[src/rtl/rxi_pkg.sv]
package rxi_pkg;
   typedef enum logic [1:0] {
      RXM_OFF     = 2'b00,
      RXM_FIRST   = 2'b01,
      RXM_ALL     = 2'b10,
      RXM_SC_ONLY = 2'b11
   } rx_mode_e;

   typedef enum logic [2:0] {
      CMD_NONE    = 3'd0,
      CMD_REARM   = 3'd1,
      CMD_CLR_TX  = 3'd2,
      CMD_CLR_EXT = 3'd3,
      CMD_CLR_ERR = 3'd4,
      CMD_CLR_IUS = 3'd5
   } cmd_e;

   localparam int SC_NUM   = 4;
   localparam int SC_PAR   = 3;
   localparam int MODE_LSB = 3;
   localparam int PAR_BIT  = 2;
   localparam int TIE_BIT  = 1;
   localparam int SIE_BIT  = 0;
   localparam int CMD_MINW = 3;
endpackage

[src/rtl/rxi_cmd_dec.sv]
module rxi_cmd_dec
   import rxi_pkg::*;
#(
   parameter int CMD_W = 3
) (
   input  logic             cmd_valid_i,
   input  logic [CMD_W-1:0] cmd_i,
   output logic             rearm_o,
   output logic             clr_tx_o,
   output logic             clr_ext_o,
   output logic             clr_err_o,
   output logic             clr_ius_o
);
   if (CMD_W < CMD_MINW) begin : g_bad_cmd_w
      $error("rxi_cmd_dec: CMD_W too narrow for the command set");
   end

   always_comb begin
      rearm_o   = cmd_valid_i && (cmd_i == CMD_W'(CMD_REARM));
      clr_tx_o  = cmd_valid_i && (cmd_i == CMD_W'(CMD_CLR_TX));
      clr_ext_o = cmd_valid_i && (cmd_i == CMD_W'(CMD_CLR_EXT));
      clr_err_o = cmd_valid_i && (cmd_i == CMD_W'(CMD_CLR_ERR));
      clr_ius_o = cmd_valid_i && (cmd_i == CMD_W'(CMD_CLR_IUS));
   end
endmodule

[src/rtl/rxi_sticky_bank.sv]
module rxi_sticky_bank #(
   parameter int N        = 1,
   parameter bit SET_WINS = 1'b1
) (
   input  logic         clk_i,
   input  logic         rst_ni,
   input  logic [N-1:0] set_i,
   input  logic [N-1:0] clr_i,
   output logic [N-1:0] q_o
);
   if (N < 1) begin : g_bad_n
      $error("rxi_sticky_bank: N must be at least 1");
   end

   for (genvar i = 0; i < N; i++) begin : g_bit
      logic nxt;
      if (SET_WINS) begin : g_set_first
         always_comb nxt = set_i[i] | (q_o[i] & ~clr_i[i]);
      end else begin : g_clr_first
         always_comb nxt = ~clr_i[i] & (set_i[i] | q_o[i]);
      end

      always_ff @(posedge clk_i or negedge rst_ni) begin
         if (!rst_ni) q_o[i] <= 1'b0;
         else         q_o[i] <= nxt;
      end
   end
endmodule

[src/rtl/rxi_rx_data.sv]
module rxi_rx_data
   import rxi_pkg::*;
(
   input  logic     clk_i,
   input  logic     rst_ni,
   input  rx_mode_e mode_i,
   input  logic     rx_char_i,
   input  logic     rx_read_i,
   input  logic     rearm_i,
   output logic     rx_ip_o,
   output logic     armed_o
);
   logic take;

   always_comb begin
      unique case (mode_i)
         RXM_ALL:   take = rx_char_i;
         RXM_FIRST: take = rx_char_i & armed_o;
         default:   take = 1'b0;
      endcase
   end

   always_ff @(posedge clk_i or negedge rst_ni) begin
      if (!rst_ni) begin
         armed_o <= 1'b1;
         rx_ip_o <= 1'b0;
      end else begin
         if (rearm_i)                               armed_o <= 1'b1;
         else if (rx_char_i && mode_i == RXM_FIRST) armed_o <= 1'b0;
         rx_ip_o <= take | (rx_ip_o & ~rx_read_i);
      end
   end
endmodule

[src/rtl/rxi_irq_ctrl.sv]
module rxi_irq_ctrl
   import rxi_pkg::*;
#(
   parameter int CTRL_W   = 8,
   parameter int CMD_W    = 3,
   parameter bit SET_WINS = 1'b1
) (
   input  logic              clk_i,
   input  logic              rst_ni,
   input  logic [CTRL_W-1:0] ctrl_i,
   input  logic              rx_char_i,
   input  logic [3:0]        rx_err_i,
   input  logic              rx_read_i,
   input  logic              tx_empty_i,
   input  logic              ext_event_i,
   input  logic              cmd_valid_i,
   input  logic [CMD_W-1:0]  cmd_i,
   input  logic              intack_i,
   output logic              rx_ip_o,
   output logic              rx_armed_o,
   output logic [3:0]        sc_flags_o,
   output logic              sc_pend_o,
   output logic              tx_ip_o,
   output logic              ext_ip_o,
   output logic              ius_o,
   output logic              irq_o
);
   localparam int MODE_MSB = MODE_LSB + 1;

   if (CTRL_W <= MODE_MSB) begin : g_bad_ctrl_w
      $error("rxi_irq_ctrl: CTRL_W must hold the mode field");
   end
   if (SC_NUM != 4) begin : g_bad_sc_num
      $error("rxi_irq_ctrl: flag vector width mismatch");
   end

   rx_mode_e mode;
   logic rearm, clr_tx, clr_ext, clr_err, clr_ius;
   logic [1:0] evt_q;
   logic sc_any, rx_req, raw_req;

   assign mode = rx_mode_e'(ctrl_i[MODE_MSB:MODE_LSB]);

   rxi_cmd_dec #(.CMD_W(CMD_W)) u_dec (
      .cmd_valid_i (cmd_valid_i),
      .cmd_i       (cmd_i),
      .rearm_o     (rearm),
      .clr_tx_o    (clr_tx),
      .clr_ext_o   (clr_ext),
      .clr_err_o   (clr_err),
      .clr_ius_o   (clr_ius)
   );

   rxi_rx_data u_rx (
      .clk_i     (clk_i),
      .rst_ni    (rst_ni),
      .mode_i    (mode),
      .rx_char_i (rx_char_i),
      .rx_read_i (rx_read_i),
      .rearm_i   (rearm),
      .rx_ip_o   (rx_ip_o),
      .armed_o   (rx_armed_o)
   );

   rxi_sticky_bank #(.N(SC_NUM), .SET_WINS(SET_WINS)) u_sc (
      .clk_i  (clk_i),
      .rst_ni (rst_ni),
      .set_i  (rx_err_i & {SC_NUM{rx_char_i}}),
      .clr_i  ({SC_NUM{clr_err}}),
      .q_o    (sc_flags_o)
   );

   rxi_sticky_bank #(.N(2), .SET_WINS(SET_WINS)) u_evt (
      .clk_i  (clk_i),
      .rst_ni (rst_ni),
      .set_i  ({ext_event_i, tx_empty_i}),
      .clr_i  ({clr_ext, clr_tx}),
      .q_o    (evt_q)
   );

   assign tx_ip_o  = evt_q[0];
   assign ext_ip_o = evt_q[1];

   always_comb begin
      sc_any    = (|sc_flags_o[SC_PAR-1:0]) | (sc_flags_o[SC_PAR] & ctrl_i[PAR_BIT]);
      sc_pend_o = sc_any & (mode != RXM_OFF);
      rx_req    = rx_ip_o & ((mode == RXM_FIRST) | (mode == RXM_ALL));
      raw_req   = rx_req | sc_pend_o
                | (tx_ip_o & ctrl_i[TIE_BIT])
                | (ext_ip_o & ctrl_i[SIE_BIT]);
      irq_o     = raw_req & ~ius_o;
   end

   always_ff @(posedge clk_i or negedge rst_ni) begin
      if (!rst_ni)                ius_o <= 1'b0;
      else if (clr_ius)           ius_o <= 1'b0;
      else if (intack_i && irq_o) ius_o <= 1'b1;
   end
endmodule

[config.mk]
export PLATFORM = sky130hd
export DESIGN_NAME = rxi_irq_ctrl
export DESIGN_NICKNAME = d
export VERILOG_FILES = /design/src/rtl/rxi_pkg.sv /design/src/rtl/rxi_cmd_dec.sv /design/src/rtl/rxi_sticky_bank.sv /design/src/rtl/rxi_rx_data.sv /design/src/rtl/rxi_irq_ctrl.sv
export SDC_FILE = /design/constraint.sdc
export NUM_CORES = 1
export LEC_CHECK = 0
export BUFFER_PORTS_ARGS = -buffer_cell sky130_fd_sc_hd__buf_2
export CAP_MARGIN = 20
export CORE_UTILIZATION = 39
export DETAILED_ROUTE_END_ITERATION = 8
export GPL_ROUTABILITY_DRIVEN = 0
export PLACE_DENSITY = 0.74
export REMOVE_ABC_BUFFERS = 1
export SLEW_MARGIN = 20
export SYNTH_ARGS = -nofsm -noshare
export SYNTH_HDL_FRONTEND = slang
export SYNTH_HIERARCHICAL = 1
export SYNTH_SLANG_ARGS = --single-unit
[constraint.sdc]
create_clock -name clk_i -period 1.7 [get_ports clk_i]
set_input_delay 0.34 -clock clk_i [delete_from_list [all_inputs] [get_ports clk_i]]
set_output_delay 0.34 -clock clk_i [all_outputs]
set_load 0.05 [all_outputs]
# Word level (Yosys, flattened, before mapping)
# Index checks and enable logic that the tools add are counted.
[word_totals] register_bits=9 input_bits=23 output_inout_bits=11 elab_cells=64
[op_classes] eq_ne=7 muxes=5 bitwise_logic=32 reduce_logical=11
[op_table] op="1-bit AND" count=14
[op_table] op="1-bit OR" count=12
[op_table] op="1-bit logical AND" count=7
[op_table] op="3-bit by 2-bit equality test with 1-bit output, second input constant" count=2
[op_table] op="3-bit equality test, second input constant" count=2
[op_table] op="2-bit nonzero test" count=3
[op_table] op="1-bit inverter" count=5
[op_table] op="4-bit AND" count=1
[op_table] op="1-bit 2-to-1 mux" count=4
[op_table] op="3-bit by 1-bit equality test with 1-bit output, second input constant" count=1
[op_table] op="3-bit OR reduction" count=1
[op_table] op="2-bit by 1-bit equality test with 1-bit output, second input constant" count=1
[op_table] op="2-bit equality test, second input constant" count=1
[op_table] op="1-bit case mux with 2 select lines" count=1

# Depth between registers and ports, before layout
[depth] depth_word=10 depth_mapped=4 ltp_nobuf=4

# Cells and area by module
# Netlist, hierarchy kept.
[modules_own_cells] module="rxi_sticky_bank at u_sc" instances=1 cells_each=12 area_per_inst_um2=145.1 seq_area_each_um2=100.1
[modules_own_cells] module="rxi_rx_data" instances=1 cells_each=12 area_per_inst_um2=123.9 seq_area_each_um2=51.3
[modules_own_cells] module="rxi_irq_ctrl" instances=1 cells_each=16 area_per_inst_um2=120.1 seq_area_each_um2=25.0
[modules_own_cells] module="rxi_sticky_bank at u_evt" instances=1 cells_each=6 area_per_inst_um2=72.6 seq_area_each_um2=50.0
[modules_own_cells] module="rxi_cmd_dec" instances=1 cells_each=5 area_per_inst_um2=60.1 seq_area_each_um2=0.0

# Worst setup path before layout
# OpenSTA, ideal clock, no wires.
[synth_timing] path_kind="reg-to-output" start="reg u_sc.q_o[3]" end="out irq_o" arrival_ps=1812 t_required_ps=1360 slack_ps=-452 stages_incl_launch_ff=4 n_path_buf=0 cell_sequence="dfrtp_1 > a2111oi_0 > or2_1 > a21oi_1"
[synth_via] elab_chain_len=7
[synth_rtl] element="from (decl)" line="rxi_sticky_bank.sv:9" source="output logic [N-1:0] q_o"
[synth_rtl] element="from (signal, indexed assignment)" line="rxi_sticky_bank.sv:25" source="else q_o[i] <= nxt;"
[synth_rtl] element="1-bit AND" line="rxi_irq_ctrl.sv:85" source="sc_any = (|sc_flags_o[SC_PAR-1:0]) | (sc_flags_o[SC_PAR] & ctrl_i[PAR_BIT]);"
[synth_rtl] element="1-bit OR" line="rxi_irq_ctrl.sv:85"
[synth_rtl] element="1-bit AND" line="rxi_irq_ctrl.sv:86" source="sc_pend_o = sc_any & (mode != RXM_OFF);"
[synth_rtl] element="1-bit OR" line="rxi_irq_ctrl.sv:88" source="raw_req = rx_req | sc_pend_o"
[synth_rtl] element="1-bit OR" line="rxi_irq_ctrl.sv:89" source="| (tx_ip_o & ctrl_i[TIE_BIT])"
[synth_rtl] element="1-bit OR" line="rxi_irq_ctrl.sv:90" source="| (ext_ip_o & ctrl_i[SIE_BIT]);"
[synth_rtl] element="1-bit AND" line="rxi_irq_ctrl.sv:91" source="irq_o = raw_req & ~ius_o;"
[synth_rtl] element="to (decl)" line="rxi_irq_ctrl.sv:26" source="output logic irq_o"
# No other way between the ends.

# Worst setup path in the final report
[layout_timing] start="reg u_sc.q_o[2]" end="out irq_o"
[layout_via] elab_chain_len=7
[layout_rtl] element="3-bit OR reduction" line="rxi_irq_ctrl.sv:85"
[layout_rtl] element="1-bit OR" line="rxi_irq_ctrl.sv:85"
[layout_rtl] element="1-bit AND" line="rxi_irq_ctrl.sv:86"
[layout_rtl] element="1-bit OR" line="rxi_irq_ctrl.sv:88"
[layout_rtl] element="1-bit OR" line="rxi_irq_ctrl.sv:89"
[layout_rtl] element="1-bit OR" line="rxi_irq_ctrl.sv:90"
[layout_rtl] element="1-bit AND" line="rxi_irq_ctrl.sv:91"
# No other way between the ends.

==> qor.txt <==
IO Port Bufs: 30
vias: 540
die footprint: 1490 um2
largest net degree at the start of global routing: 10
synthesized flop and latch total: 9
GR Util met3: 0.0173
Die Wd: 38.6 um
hpwl dp: 916 um
Final min period: 1760 ps
number of global-route vias before repair: 510
Layout area overhead: 62.1%
fin crit share: 1.03
Vias per Instance: 5.00
final setup fails: 2
initial antenna violation count: 0
WHS: 260 ps
final hold vios: 0
violated checks: setup timing
Non-Filler Instances: 108
Syn. warnings: 6
Avg WL per Cell: 11.9 um
Max Slew Vio Count: 0
Synth area leaders: dfrtp_1 (38%), a21o_1 (10%), inv_1 (10%), ha_1 (7.2%), dfstp_2 (5.0%)
M1 GR Usage: 0.210
Worst setup SP type: register
Nets: 121
CTS sink cnt: 9
antenna-violating nets left: 0
slowest stage cell, crit path: dfrtp_1
number of CTS-inserted buffers: 3
Distinct cells, synth: 17
core area: 1170 um2
Least-Margin Pin Slew: 279 ps
Iter 0 DRT Violations: 5
H-tree levels: 1
clock slew at reported path FFs: 60 ps
CP Max Fanout: 3
RSZ-0062 raised after global routing: true
worst setup margin: -55.3 ps
Routed Wire Length: 1.29 mm
CTS tree: done
Max-slew headroom: 0.814
synthesized area: 522 um2
Setup Skew: 1.06 ps
PD cells: 742 nW/um2
share of cells above drive strength 1: 0.543
Crit Path Class: reg2out
Starting Density: 0.446
Crit. End Element: primary output
GRT Overall Usage: 0.200
CP arrival: 1420 ps
outcome: finished, violations left
required time of the critical path: 1360 ps
Antenna diodes: 0
Syn Inst Count: 51
Synth Area per Inst: 10.2 um2
Post-route DRC: 0
HP Class: in2reg
Skew-Pair Late Insertion Delay: 250 ps
first-pass GRT wire length: 1.97 mm
# Max-Cap Violations: 0
worst path cell trace: a2111oi_4, or2_1, a21oi_2, buf_6
CTS Buffer Depth: 2
Die H: 38.6 um
met2 Use GR: 0.371
Critical Path Max Stage Delay: 410 ps
Fmax: 0.570 GHz
num ports: 34
Pre-antenna DRT Iters: 4
Synth area leader: dfrtp_1
dpl cells: 100
root buffer cell: clkbuf_4
leakage: 0.000418 uW
row cnt: 12
crit path buf inv count: 1
Seq/Total Area, Yosys: 0.434
worst vdd ir: 462 uV
cell family with most CP delay: compound AO/OA/AOI/OAI gates
global routing's busiest layer: met2
grt ovf: 0
Yosys top cell area share: 0.384
[sequential cells by signal, summed over array words and instances (netlist names)]
register and flops:
ius_o 1, u_evt/q_o 2, u_rx/rx_ip_o 1, u_sc/q_o 4
u_rx/armed_o 1
[metal layers]
metal	vias to the layer above	routed length [um]
li1	262	-
met1	249	524
met2	27	674
met3	2	82
met4	0	6
met5	-	0
[cells in the final DEF (no fill, tap or decap), types with 2 or more instances in the layout]
cell type	n
a21o_1	7
and2_1	4
and4b_2	2
and4bb_2	2
buf_2	26
buf_4	8
buf_6	4
clkbuf_4	3
dfrtp_1	8
ha_1	2
inv_1	13
[cells by family (layout without fill, tap and decap cells)]
kind of cell | count (synthesis) | in the layout | share of synthesized area
DFF | 9 | 9 | 0.434
adders and majority gates | 3 | 3 | 0.0720
buffers and inverters | 14 | 57 | 0.101
AOI/OAI and AO/OA | 13 | 13 | 0.204
and+or+nand+nor | 12 | 12 | 0.189
[synth_stat cells, drive strengths merged]
| cell type | count |
|---|---|
| dfstp | 1 |
| inv | 14 |
| nand2 | 1 |
| a222oi | 1 |
| nor2 | 1 |
| and4b | 2 |
| a21oi | 2 |
| a2111oi | 1 |
| and2 | 4 |
| dfrtp | 8 |
| or2 | 1 |
| a21o | 7 |
| o32ai | 1 |
| a311oi | 1 |
| ha | 3 |
| and4bb | 3 |
[metrics by stage]
| stage | TNS (ps) | worst slack, ps | util | area [um2] | power, uW |
|---|---|---|---|---|---|
| floorplan | -452 | -452 | - | 522 | 369 |
| global placement | -93.1 | -93.1 | 0.621 | 727 | 437 |
| detailed placement | -156 | -156 | 0.621 | 727 | 442 |
| CTS | -186 | -134 | 0.692 | 811 | 627 |
| global route | -248 | -129 | 0.722 | 846 | 664 |
| finish | -103 | -55.3 | 0.722 | 846 | 628 |
[final timing paths]
path | slack (ps) | endpoint | depth (start not counted) | from
max in group asynchronous | 990 | u_rx/armed_o$_DFFE_PN1P_ | 2 | rst_ni
hold reg to reg | 510 | u_evt/q_o[1]$_DFF_PN0_ | 1 | u_evt/q_o[1]$_DFF_PN0_
hold / removal | 260 | u_evt/q_o[1]$_DFF_PN0_ | 2 | ext_event_i
setup reg to reg | 430 | ius_o$_DFFE_PN0P_ | 4 | u_sc/q_o[2]$_DFF_PN0_
setup / recovery | -60 | irq_o | 4 | u_sc/q_o[2]$_DFF_PN0_
min in group asynchronous | 460 | u_evt/q_o[1]$_DFF_PN0_ | 2 | rst_ni
[repair_timing]
action | in CTS | in global routing
buffers inserted | 1 | 2
endpoints found under the setup margin | 2 | 2
hold buffers | 1 | 0
resized for setup | 9 | 3
endpoints found under the hold margin | 8 | 0
pin swaps | 5 | 4
[final cells by class]
type	instances	area, um2
clock buffers	4	26.3
fillers	84	325
inverters	14	52.6
multi-input cells	28	278
flip-flops and latches	9	226
well taps	14	17.5
repair buffers	39	245
[report_power, final]
part / switching, uW / leakage (uW) / internal [uW]
clock network: 70.3 / 0.0000150 / 90.2
registers: 19.1 / 0.0000908 / 236
logic: 129 / 0.000312 / 84.0
total: 218 / 0.000418 / 410
(Power assumes the default switching activity.)
